File: src/rtl/uart_irq_pkg.sv
package uart_irq_pkg;

   // identification codes, highest priority first
   localparam logic [3:0] ID_LINE  = 4'h6;
   localparam logic [3:0] ID_TMO   = 4'hC;
   localparam logic [3:0] ID_DATA  = 4'h4;
   localparam logic [3:0] ID_THRE  = 4'h2;
   localparam logic [3:0] ID_MODEM = 4'h0;
   localparam logic [3:0] ID_NONE  = 4'h1;

   // enable mask bit positions
   localparam int EN_DATA  = 0;
   localparam int EN_THRE  = 1;
   localparam int EN_LINE  = 2;
   localparam int EN_MODEM = 3;

   localparam int ENABLE_W = 4;
   localparam int DELTA_W  = 4;

   function automatic int unsigned trig_level(input logic [1:0] sel,
                                              input int unsigned depth);
      case (sel)
         2'd0:    return 1;
         2'd1:    return depth / 4;
         2'd2:    return depth / 2;
         default: return depth - 2;
      endcase
   endfunction

endpackage

File: src/rtl/uart_irq_sticky.sv
module uart_irq_sticky #(
   parameter int WIDTH = 2
) (
   input  logic             clk,
   input  logic             rst_n,
   input  logic [WIDTH-1:0] set_i,
   input  logic             clr_i,
   output logic [WIDTH-1:0] flag_q
);

   generate
      if (WIDTH < 1) begin : g_bad_width
         $error("uart_irq_sticky: WIDTH must be at least 1");
      end
   endgenerate

   for (genvar b = 0; b < WIDTH; b++) begin : g_bit
      always_ff @(posedge clk or negedge rst_n) begin
         if (!rst_n)          flag_q[b] <= 1'b0;
         else if (set_i[b])   flag_q[b] <= 1'b1;
         else if (clr_i)      flag_q[b] <= 1'b0;
      end

      // shared by the line status and modem change instances
      assert_sticky_set_R11 : assert property (@(posedge clk) disable iff (!rst_n)
         set_i[b] |=> flag_q[b]);
      assert_sticky_clear_R12 : assert property (@(posedge clk) disable iff (!rst_n)
         (clr_i && !set_i[b]) |=> !flag_q[b]);
      assert_sticky_hold_R11 : assert property (@(posedge clk) disable iff (!rst_n)
         (!clr_i && !set_i[b]) |=> $stable(flag_q[b]));
   end

endmodule

File: src/rtl/uart_irq_thre.sv
module uart_irq_thre
   import uart_irq_pkg::*;
(
   input  logic                clk,
   input  logic                rst_n,
   input  logic                ier_wr,
   input  logic [ENABLE_W-1:0] ier_wdata,
   input  logic                iir_rd,
   input  logic [3:0]          iir_id,
   input  logic                txf_rst,
   input  logic                lsr_thre,
   output logic [ENABLE_W-1:0] ier_q,
   output logic                thre_pend
);

   logic thre_bit_chg;
   logic thre_next;

   assign thre_bit_chg = ier_wr && (ier_wdata[EN_THRE] != ier_q[EN_THRE]);

   always_comb begin
      thre_next = thre_pend;
      if (txf_rst)
         thre_next = 1'b1;
      else if (thre_bit_chg)
         thre_next = ier_wdata[EN_THRE] && lsr_thre;
      else if (iir_rd && (iir_id == ID_THRE))
         thre_next = 1'b0;
   end

   always_ff @(posedge clk or negedge rst_n) begin
      if (!rst_n) begin
         ier_q     <= '0;
         thre_pend <= 1'b0;
      end else begin
         if (ier_wr) ier_q <= ier_wdata;
         thre_pend <= thre_next;
      end
   end

   assert_ier_store_R2 : assert property (@(posedge clk) disable iff (!rst_n)
      ier_wr |=> (ier_q == $past(ier_wdata)));
   assert_ack_clear_R8 : assert property (@(posedge clk) disable iff (!rst_n)
      (iir_rd && iir_id == ID_THRE && !txf_rst && !thre_bit_chg) |=> !thre_pend);
   assert_resample_R9 : assert property (@(posedge clk) disable iff (!rst_n)
      (thre_bit_chg && !txf_rst) |=> (thre_pend == ($past(ier_wdata[EN_THRE]) && $past(lsr_thre))));
   assert_fifo_reset_R10 : assert property (@(posedge clk) disable iff (!rst_n)
      txf_rst |=> thre_pend);

endmodule

File: src/rtl/uart_irq_prio.sv
module uart_irq_prio
   import uart_irq_pkg::*;
#(
   parameter int DEPTH = 16,
   parameter int CW    = $clog2(DEPTH + 1)
) (
   input  logic [ENABLE_W-1:0] ier,
   input  logic                line_any,
   input  logic                char_tmo,
   input  logic                rx_ready,
   input  logic                fifo_en,
   input  logic [1:0]          trig_sel,
   input  logic [CW-1:0]       rx_count,
   input  logic                thre_pend,
   input  logic                mdm_any,
   output logic [3:0]          id
);

   logic [CW-1:0] level;
   logic          reached;
   logic          src_line, src_tmo, src_data, src_thre, src_modem;

   always_comb begin
      level = CW'(trig_level(trig_sel, DEPTH));
   end

   assign reached   = (rx_count >= level);
   assign src_line  = ier[EN_LINE]  && line_any;
   assign src_tmo   = ier[EN_DATA]  && char_tmo;
   assign src_data  = ier[EN_DATA]  && rx_ready && (!fifo_en || reached);
   assign src_thre  = ier[EN_THRE]  && thre_pend;
   assign src_modem = ier[EN_MODEM] && mdm_any;

   always_comb begin
      if      (src_line)  id = ID_LINE;
      else if (src_tmo)   id = ID_TMO;
      else if (src_data)  id = ID_DATA;
      else if (src_thre)  id = ID_THRE;
      else if (src_modem) id = ID_MODEM;
      else                id = ID_NONE;
   end

endmodule

File: src/rtl/uart_irq_ident.sv
module uart_irq_ident
   import uart_irq_pkg::*;
#(
   parameter int DEPTH = 16,
   parameter int CW    = $clog2(DEPTH + 1)
) (
   input  logic          clk,
   input  logic          rst_n,
   input  logic          ier_wr,
   input  logic [7:0]    ier_wdata,
   input  logic          iir_rd,
   input  logic          lsr_rd,
   input  logic          msr_rd,
   input  logic          txf_rst,
   input  logic          fifo_en,
   input  logic [1:0]    trig_sel,
   input  logic [CW-1:0] rx_count,
   input  logic          rx_ready,
   input  logic          rx_pe,
   input  logic          rx_fe,
   input  logic          ovr_set,
   input  logic          brk_set,
   input  logic          lsr_thre,
   input  logic          char_tmo,
   input  logic [3:0]    mdm_delta_set,
   output logic [3:0]    ier_q,
   output logic          ovr_q,
   output logic          brk_q,
   output logic [3:0]    mdm_delta_q,
   output logic [7:0]    iir_q,
   output logic          irq
);

   localparam int LINE_W = 2;

   generate
      if (DEPTH < 8 || (DEPTH & (DEPTH - 1)) != 0) begin : g_bad_depth
         $error("uart_irq_ident: DEPTH must be a power of two, at least 8");
      end
      if (CW < $clog2(DEPTH + 1)) begin : g_bad_cw
         $error("uart_irq_ident: CW too narrow for DEPTH");
      end
   endgenerate

   logic [LINE_W-1:0] line_flags;
   logic              thre_pend;
   logic [3:0]        id_next;
   logic [7:0]        iir_next;

   uart_irq_thre u_thre (
      .clk       (clk),
      .rst_n     (rst_n),
      .ier_wr    (ier_wr),
      .ier_wdata (ier_wdata[ENABLE_W-1:0]),
      .iir_rd    (iir_rd),
      .iir_id    (iir_q[3:0]),
      .txf_rst   (txf_rst),
      .lsr_thre  (lsr_thre),
      .ier_q     (ier_q),
      .thre_pend (thre_pend)
   );

   uart_irq_sticky #(.WIDTH(LINE_W)) u_line (
      .clk    (clk),
      .rst_n  (rst_n),
      .set_i  ({brk_set, ovr_set}),
      .clr_i  (lsr_rd),
      .flag_q (line_flags)
   );

   uart_irq_sticky #(.WIDTH(DELTA_W)) u_modem (
      .clk    (clk),
      .rst_n  (rst_n),
      .set_i  (mdm_delta_set),
      .clr_i  (msr_rd),
      .flag_q (mdm_delta_q)
   );

   assign ovr_q = line_flags[0];
   assign brk_q = line_flags[1];

   uart_irq_prio #(.DEPTH(DEPTH), .CW(CW)) u_prio (
      .ier       (ier_q),
      .line_any  (ovr_q || brk_q || rx_pe || rx_fe),
      .char_tmo  (char_tmo),
      .rx_ready  (rx_ready),
      .fifo_en   (fifo_en),
      .trig_sel  (trig_sel),
      .rx_count  (rx_count),
      .thre_pend (thre_pend),
      .mdm_any   (|mdm_delta_q),
      .id        (id_next)
   );

   assign iir_next = {{2{fifo_en}}, 2'b00, id_next};

   always_ff @(posedge clk or negedge rst_n) begin
      if (!rst_n) begin
         iir_q <= {4'h0, ID_NONE};
         irq   <= 1'b0;
      end else begin
         iir_q <= iir_next;
         irq   <= (id_next != ID_NONE);
      end
   end

   assert_line_first_R4 : assert property (@(posedge clk) disable iff (!rst_n)
      (ier_q[EN_LINE] && (ovr_q || brk_q)) |=> (iir_q[3:0] == ID_LINE));
   assert_data_mask_R5 : assert property (@(posedge clk) disable iff (!rst_n)
      !ier_q[EN_DATA] |=> (iir_q[3:0] != ID_TMO && iir_q[3:0] != ID_DATA));
   assert_mode_bits_R7 : assert property (@(posedge clk) disable iff (!rst_n)
      !fifo_en |=> (iir_q[7:4] == 4'h0));
   assert_quiet_R13 : assert property (@(posedge clk) disable iff (!rst_n)
      (ier_q == '0) |=> !irq);
   assert_req_id_R13 : assert property (@(posedge clk) disable iff (!rst_n)
      $rose(irq) |-> !iir_q[0]);

endmodule

File: config.mk
export PLATFORM = sky130hd
export DESIGN_NAME = uart_irq_ident
export DESIGN_NICKNAME = d
export VERILOG_FILES = /design/src/rtl/uart_irq_pkg.sv /design/src/rtl/uart_irq_sticky.sv /design/src/rtl/uart_irq_thre.sv /design/src/rtl/uart_irq_prio.sv /design/src/rtl/uart_irq_ident.sv
export SDC_FILE = /design/constraint.sdc
export NUM_CORES = 1
export LEC_CHECK = 0
export BUFFER_PORTS_ARGS = -buffer_cell sky130_fd_sc_hd__buf_2
export CORE_MARGIN = 10
export CORE_UTILIZATION = 35
export DETAILED_ROUTE_END_ITERATION = 6
export PLACE_DENSITY = 0.68
export SYNTH_ARGS = -nofsm -noshare
export SYNTH_HDL_FRONTEND = slang
export SYNTH_HIERARCHICAL = 1
export SYNTH_SLANG_ARGS = --single-unit
File: constraint.sdc
create_clock -name clk -period 4.2 [get_ports clk]
set_input_delay 0.84 -clock clk [delete_from_list [all_inputs] [get_ports clk]]
set_output_delay 0.84 -clock clk [all_outputs]
set_load 0.02 [all_outputs]
# Word-level counts from Yosys, hierarchy flattened
# Index checks and enable logic that the tools add are counted.
[totals]
reg_bits = 17
in_bits = 34
word_cells = 56
[classes]
n_lt_le_gt_ge = 1
n_eq_ne = 5
muxes = 17
n_reduce_logical = 23
[op_table]
columns = ["op", "count"]
rows = [
  ["$mux 4", 4],
  ["$mux 1", 12],
  ["$pmux 4 s3", 1],
  ["$reduce_bool 2->1", 6],
  ["$logic_and 1x1->1", 9],
  ["$ge 5x4->1", 1],
  ["$eq 4x2->1 const B", 1],
  ["$logic_or 1x1->1", 4],
  ["$ne 4x1->1 const B", 1],
  ["$reduce_or 4->1", 1],
  ["$reduce_bool 3->1", 1],
  ["$eq 2x1->1 const B", 1],
  ["$eq 2x2->1 const B", 1],
  ["$logic_not 2->1", 1],
  ["$logic_not 1->1", 1],
  ["$ne 1x1->1", 1],
]

# Depth between registers and ports, before layout
# Gate-level depths: netlist of run 1.
[logic_depth]
depth_word = 9
depth_mapped = 7

# Cells and area by module
# Netlist of run 1, hierarchy kept.
[modules_own_cells]
columns = ["mod", "instances", "cells_each", "area_per_inst_um2"]
rows = [
  ["uart_irq_thre", 1, 16, 232.7],
  ["uart_irq_ident", 1, 13, 202.7],
  ["uart_irq_prio", 1, 23, 167.7],
  ["uart_irq_sticky at u_modem", 1, 9, 133.9],
  ["uart_irq_sticky at u_line", 1, 5, 68.8],
]

# Least setup slack after synthesis of run 1
# Ideal clock, no wire load.
[synth_path]
path_kind = "input to register"
from = "in trig_sel[0]"
to = "reg irq"
arrival_ns = 2.237
required_time_ns = 4.061
setup_slack_ns = 1.824
path_stages = 7
path_cell_list = "inv_1 > ha_1 > nand2_1 > o21ai_1 > a41oi_2 > a32o_2 > or4b_1"
[synth_via]
elab_chain_len = 9
elab_cells_between_ends = 11
cone_classes = "1 x order compare; 3 x eq/ne; 4 x mux; 3 x reduce/logical"
[synth_lines]
columns = ["item", "line_no", "rtl"]
rows = [
  ["start: declaration", "uart_irq_ident.sv:16", "input logic [1:0] trig_sel,"],
  ["$eq 2x2->1, or another cell as far along", "uart_irq_pkg.sv:22", "case (sel)"],
  ["$pmux 4 s3 *", "uart_irq_pkg.sv:22", ""],
  ["$ge 5x4->1 *", "uart_irq_prio.sv:27", "assign reached = (rx_count >= level);"],
  ["$logic_or 1x1->1 *", "uart_irq_prio.sv:30", "assign src_data = ier[EN_DATA] && rx_ready && (!fifo_en || reached);"],
  ["$logic_and 1x1->1 *", "uart_irq_prio.sv:30", ""],
  ["$mux 4 *", "uart_irq_prio.sv:37", "else if (src_data) id = ID_DATA;"],
  ["$mux 4 *", "uart_irq_prio.sv:36", "else if (src_tmo) id = ID_TMO;"],
  ["$mux 4 *", "uart_irq_prio.sv:35", "if (src_line) id = ID_LINE;"],
  ["named net id_next[1]", "uart_irq_ident.sv:47", "logic [3:0] id_next;"],
  ["$ne 4x1->1 *", "uart_irq_ident.sv:103", "irq <= (id_next != ID_NONE);"],
  ["end signal: assignment", "uart_irq_ident.sv:103", ""],
  ["end: declaration", "uart_irq_ident.sv:31", "output logic irq"],
]
# Mark *: on every way through the listed nets, which the timed path passes. The rest lies on a longest branch.
# A chain may end at the register's enable or synchronous reset.

# Worst setup path after layout of run 1
# Same ends and word-level chain as after synthesis.

==> flow_metrics.env, run 1 <==
export IMPL_final_antenna_net_count=0
export IMPL_fin_crit_ns=2.33
export IMPL_p_int_uw=252
export IMPL_max_freq_ghz=0.429
export IMPL_io_buffer_count=46
export IMPL_finalHoldViolations=0
export IMPL_worst_clock_skew_ns=0.00108
export IMPL_wirelength_mm=2.01
export IMPL_die_w_um=68.0
export IMPL_yosysSeqAreaShare_pct=53.0
export IMPL_post_place_cells=138
export IMPL_viasPerCell=4.75
export IMPL_finalCritPeriodShare_pct=55.5
export IMPL_post_cts_setup_buffer_count=0
export IMPL_synth_common_cells="dfrtp_1 (16), a21o_1 (6)"
export IMPL_powerDensity_nw_per_um2=328
export IMPL_remaining_drc_errors=0
export IMPL_critPathKind="input port to flip-flop"
export IMPL_syn_instance_count=66
export IMPL_synthMostInstantiatedCell="dfrtp_1"
export IMPL_synth_edff_count=0
export IMPL_cts_buffers=3
export IMPL_tritoncts="yes"
export IMPL_stdcell_count=142
export IMPL_layout_setup_ws_ns=1.87
export IMPL_path_clk_slew_ns=0.09
export IMPL_fin_nets=153
export IMPL_slew_viol_final=0
export IMPL_cts_resized=0
export IMPL_vdd_drop_max_uv=164
export IMPL_grt_pass1_wl_mm=3.30
export IMPL_synth_top_area_cell="dfrtp_1"
export IMPL_setup_violations=0
export IMPL_holdWs_ns=0.458
export IMPL_htree_num_levels=1
export IMPL_boundaryPins=53
export IMPL_crit_fanout=3
export IMPL_grt_ovfl_total=0
export IMPL_synthArstFlopShare_pct=100
export IMPL_syn_area_per_cell_um2=12.2
export IMPL_grt_use_total_pct=9.10
export IMPL_yosys_top_cells_area="dfrtp_1 (50%), ha_1 (6.2%), a21o_1 (5.6%), mux2_2 (5.6%), dfstp_2 (3.3%)"
export IMPL_required_ns=4.35
export IMPL_die_h_um=68.0
export IMPL_r2r_slack_ns=2.34
export IMPL_initial_utilization_pct=36.4
export IMPL_antenna_found_initial=0
export IMPL_root_buffer="clkbuf_4"
export IMPL_grt_pass1_vias=755
export IMPL_rsz0062_at_grt="false"
export IMPL_dp_worst_setup_slack_ns=1.58
export IMPL_first_iter_violations=4
export IMPL_gp_congestion=0.720
export IMPL_wl_per_cell_um=14.2
export IMPL_p_seq_share_pct=53.2
export IMPL_hold_path_class="input port to async pin"
export IMPL_synthToLayoutAreaGrowth_pct=33.9
export IMPL_startpoint_type="input port"
export IMPL_fin_tns_setup_ns=0
export IMPL_first_pass_iters=4
export IMPL_dieArea_um2=4620
export IMPL_p_sw_uw=102
export IMPL_diodes=0
export IMPL_synth_seq_cells=17
export IMPL_yosysWarningCount=6
export IMPL_vias=674
export IMPL_synthDistinctLibCells=27
export IMPL_drv_cap=0
export IMPL_cts_hold_buffers=0
export IMPL_fill_cells=225
export IMPL_synthFlopType="dfrtp_1"
export IMPL_clock_sinks=17
export IMPL_outcome="completed"
export IMPL_power_uw=354
export IMPL_grt_max_degree=18
export IMPL_final_area_um2=1080
export IMPL_insertion_delay_ns=0.28
export IMPL_drive_gt1_share_pct=51.8
export IMPL_clock_path_buffers=2
export IMPL_power_leakage_nw=0.560
export IMPL_coreArea_um2=2210
export IMPL_dp_hpwl_mm=1.76
export IMPL_post_route_util_pct=48.8
export IMPL_yosys_area_top_type_share_pct=49.7
export IMPL_p_clk_share_pct=23.2
export IMPL_switching_share_pct=28.9
export IMPL_pwr_share_comb_pct=23.6
export IMPL_worst_setup_path_end_kind="flip-flop"
export IMPL_placed_cell_area_um2=1050
export IMPL_cp_data_arrival_time_ns=2.49
export IMPL_syn_cell_area_um2=806
export IMPL_row_count=17
==> cell usage in the layout (no fill, tap or decap), types with 2 or more instances in the layout <==
| master | n |
|---|---|
| conb_1 | 2 |
| clkbuf_4 | 3 |
| nand2_1 | 4 |
| nand4b_1 | 2 |
| inv_1 | 4 |
| or4_1 | 2 |
| nor2_1 | 3 |
| and3_1 | 2 |
| mux2_2 | 4 |
| dfrtp_1 | 16 |
| ha_1 | 4 |
| a21o_1 | 6 |
| buf_2 | 46 |
==> cell type report <==
class | instances | area (µm²) | share of cell area [%]
Multi-Input combinational cell | 42 | 342 | 31.7
Clock buffer | 4 | 26.3 | 2.44
Tap cell | 28 | 35.0 | 3.25
Sequential cell | 17 | 427 | 39.6
Inverter | 5 | 18.8 | 1.74
Timing Repair Buffer | 46 | 230 | 21.3
==> final timing paths <==
path,to,depth (start not counted),startpoint
setup / recovery,irq,8,trig_sel[0]
hold reg to reg,u_modem/flag_q[2],1,u_modem/flag_q[2]
hold / removal,u_line/flag_q[0],1,rst_n
min in group clk,u_modem/flag_q[2],1,u_modem/flag_q[2]
setup reg to reg,irq,3,u_line/flag_q[1]
max in group asynchronous,iir_q[0],1,rst_n
==> cells by family after synthesis <==
logic type	count (synthesis)	share of synthesized area, %
and+or+nand+nor	17	14.1
DFF	17	53.0
AOI/OAI and AO/OA	15	15.5
buffers and inverters	8	5.12
muxes	4	5.59
adders and majority gates	4	6.21
other	1	0.465
==> routing by layer <==
layer / vias to the layer above / routed length (µm) / track usage (%)
met1: 308 / 710 / 8.83
met4: 0 / 4 / 3.02
met2: 27 / 1040 / 16.0
met5: - / 0 / 0
met3: 2 / 260 / 5.06
li1: 337 / - / -
==> sequential cells by signal, summed over array words and instances, names as in the netlist <==
name,cells
iir_q,5
u_modem/flag_q,4
u_thre/ier_q,4
u_line/flag_q,2
irq,1
u_thre/thre_pend,1
==> worst max-delay path, stage by stage <==
cell,delay [ns]
buf_2,0.10
inv_1,0.05
ha_1,0.30
nand2_1,0.07
o21ai_1,0.14
a41oi_2,0.17
a32o_2,0.30
or4b_1,0.52
==> power groups by stage <==
stage               clock, mW  combinational, mW  sequential (mW)
detailed placement          0             0.0849            0.192
CTS                    0.0865             0.0852            0.189
global placement            0             0.0821            0.191
floorplan                   0             0.0320            0.207
global route           0.0946             0.0933            0.191
finish                 0.0820             0.0836            0.188
Power figures use the tool's default switching activity.
==> run 2: changes to the inputs <==
--- a/config.mk
+++ b/config.mk
@@ -5,11 +5,12 @@
 export SDC_FILE = /design/constraint.sdc
 export NUM_CORES = 1
 export LEC_CHECK = 0
+export ABC_AREA = 1
 export BUFFER_PORTS_ARGS = -buffer_cell sky130_fd_sc_hd__buf_2
 export CORE_MARGIN = 10
 export CORE_UTILIZATION = 35
 export DETAILED_ROUTE_END_ITERATION = 6
-export PLACE_DENSITY = 0.68
+export PLACE_DENSITY = 0.69
 export SYNTH_ARGS = -nofsm -noshare
 export SYNTH_HDL_FRONTEND = slang
 export SYNTH_HIERARCHICAL = 1
==> constraint.sdc (replaced) <==
create_clock -name clk -period 2.1 [get_ports clk]
set_input_delay 0.42 -clock clk [delete_from_list [all_inputs] [get_ports clk]]
set_output_delay 0.42 -clock clk [all_outputs]
set_load 0.02 [all_outputs]
==> flow_metrics.env, run 2 <==
export IMPL_outcome="completed"
export IMPL_syn_cell_area_um2=846
export IMPL_synth_top_area_cell="dfrtp_1"
export IMPL_finalCritPeriodShare_pct=70.0
export IMPL_tritoncts="yes"
export IMPL_dieArea_um2=4780
export IMPL_largest_register="iir_q"
export IMPL_crit_fanout=3
export IMPL_synth_common_cells="nand2_1 (34), inv_1 (17), dfrtp_1 (16)"
export IMPL_die_h_um=69.2
export IMPL_final_antenna_net_count=0
export IMPL_grt_use_total_pct=8.09
export IMPL_synth_edff_count=0
export IMPL_vias=760
export IMPL_yosys_top_cells_area="dfrtp_1 (47%), nand2_1 (15%), inv_1 (7.5%), ha_1 (5.9%), nor2_1 (4.9%)"
export IMPL_wl_per_cell_um=11.3
export IMPL_first_pass_iters=4
export IMPL_wirelength_mm=2.00
export IMPL_critPathKind="input port to flip-flop"
export IMPL_io_buffer_count=46
export IMPL_synthMuxAreaShare_pct=3.99
export IMPL_fill_cells=230
export IMPL_drive_gt1_share_pct=38.7
export IMPL_worst_clock_skew_ns=0.00105
export IMPL_placed_cell_area_um2=1090
export IMPL_required_ns=2.27
export IMPL_synth_seq_cells=17
export IMPL_r2r_end="irq"
export IMPL_fin_crit_ns=1.47
export IMPL_yosysSeqAreaShare_pct=50.4
export IMPL_rsz0062_at_grt="false"
export IMPL_synthToLayoutAreaGrowth_pct=32.2
export IMPL_syn_instance_count=102
export IMPL_reg_top3="iir_q: 5 flops, u_modem/flag_q: 4 flops, u_thre/ier_q: 4 flops"
export IMPL_row_count=17
export IMPL_holdWs_ns=0.0450
export IMPL_synthDistinctLibCells=18
export IMPL_r2r_slack_ns=0.90
export IMPL_final_common_cell="buf_2"
export IMPL_drv_cap=0
export IMPL_coreArea_um2=2250
export IMPL_viasPerCell=4.27
export IMPL_grt_max_degree=18
export IMPL_cp_data_arrival_time_ns=1.64
export IMPL_final_area_um2=1120
export IMPL_cts_buffers=3
export IMPL_r2r_start="u_line/flag_q[1]"
export IMPL_die_w_um=69.2
export IMPL_powerDensity_nw_per_um2=631
export IMPL_power_leakage_nw=0.654
export IMPL_dp_hpwl_mm=1.82
export IMPL_r2r_cells=8
export IMPL_synthFlopType="dfrtp_1"
export IMPL_initial_utilization_pct=37.5
export IMPL_remaining_drc_errors=0
export IMPL_synthArstFlopShare_pct=100
export IMPL_first_iter_violations=22
export IMPL_clock_sinks=17
export IMPL_cts_resized=0
export IMPL_cts_hold_buffers=0
export IMPL_syn_area_per_cell_um2=8.29
export IMPL_post_cts_setup_buffer_count=0
export IMPL_grt_pass1_vias=782
export IMPL_gp_congestion=0.750
export IMPL_clock_path_buffers=2
export IMPL_path_clk_slew_ns=0.09
export IMPL_max_freq_ghz=0.680
export IMPL_synthSimpleGateAreaFrac_pct=26.8
export IMPL_synthMostInstantiatedCell="nand2_1"
export IMPL_yosys_area_top_type_share_pct=47.3
export IMPL_root_buffer="clkbuf_4"
export IMPL_synth_xor_area_share_pct=0
export IMPL_setup_violations=0
export IMPL_diodes=0
export IMPL_antenna_found_initial=0
export IMPL_finalHoldViolations=0
export IMPL_startpoint_type="input port"
export IMPL_slew_viol_final=0
export IMPL_synth_compound_area_share_pct=1.78
export IMPL_synthAdderAreaFrac_pct=5.92
export IMPL_vdd_drop_max_uv=285
export IMPL_worst_setup_path_end_kind="flip-flop"
export IMPL_grt_pass1_wl_mm=3.37
export IMPL_synth_top_family_by_area="simple AND/OR/NAND/NOR gates"
export IMPL_fin_tns_setup_ns=0
export IMPL_htree_num_levels=1
export IMPL_boundaryPins=53
export IMPL_insertion_delay_ns=0.27
export IMPL_final_cell_mix="buf_2 (46), nand2_1 (34), inv_1 (17)"
export IMPL_yosysWarningCount=6
export IMPL_hold_path_class="input port to async pin"
export IMPL_largest_reg_flops=5
export IMPL_fin_nets=189
export IMPL_grt_ovfl_total=0
run 2: cell type report:
cell class | instances | area (µm²) | share of cell area [%]
Timing Repair Buffer | 46 | 230 | 20.6
Clock buffer | 4 | 26.3 | 2.35
Inverter | 18 | 67.6 | 6.04
Sequential cell | 17 | 427 | 38.1
Tap cell | 28 | 35.0 | 3.13
Multi-Input combinational cell | 65 | 333 | 29.8
run 2: power breakdown:
group	internal (mW)	switching, mW	total, mW	leakage, nW
combinational	0.0693	0.105	0.174	0.451
sequential	0.355	0.0171	0.372	0.188
clock	0.0735	0.0863	0.160	0.0150
total	0.498	0.208	0.706	0.654
run 2: logic make-up after synthesis:
family                   after synthesis
other                                  1
AND/OR/NAND/NOR                       53
multiplexers                           3
buffers and inverters                 21
flip-flops                            17
AO/OA/AOI/OAI                          3
adder cells (fa/ha/maj)                4
run 2: critical path, stage by stage:
cell and delay (ns):
buf_2 0.11, nor2_1 0.11, ha_1 0.23, inv_1 0.05, nand2_1 0.04, nand2_1 0.05
nand2_1 0.04, nand2_1 0.05, nand2_1 0.06, nand2_2 0.07, nand3_2 0.09, nor2_2 0.12
inv_1 0.05, nor2_1 0.08, nand2_1 0.06
run 2: stage by stage:
step           cells  worst slack [ns]  power [mW]  utilization, %
3_3_place_gp     174             0.369       0.550            48.4
2_1_floorplan    103             0.594       0.482               -
4_1_cts          178             0.609       0.719            49.6
6_report         178             0.630       0.706            49.6
3_5_place_dp     174             0.314       0.556            48.4
5_1_grt          178             0.481       0.755            49.6
run 2: worst max path at each step:
stage	start	end	slack (ns)	depth (start not counted)
floorplan	trig_sel[0]	irq	0.59	14
global placement	trig_sel[1]	irq	0.37	15
detailed placement	trig_sel[1]	irq	0.31	15
CTS	trig_sel[1]	irq	0.61	15
global route	trig_sel[1]	irq	0.48	15
finish	trig_sel[1]	irq	0.63	15
run 2: per-layer routing:
metal | GRT usage [%] | share of wire [%] | vias to the layer above
li1 | - | - | 394
met3 | 5.56 | 14 | 0
met1 | 8.41 | 40 | 333
met5 | 0 | 0 | -
met4 | 0.665 | 0 | 0
met2 | 13.6 | 45 | 33
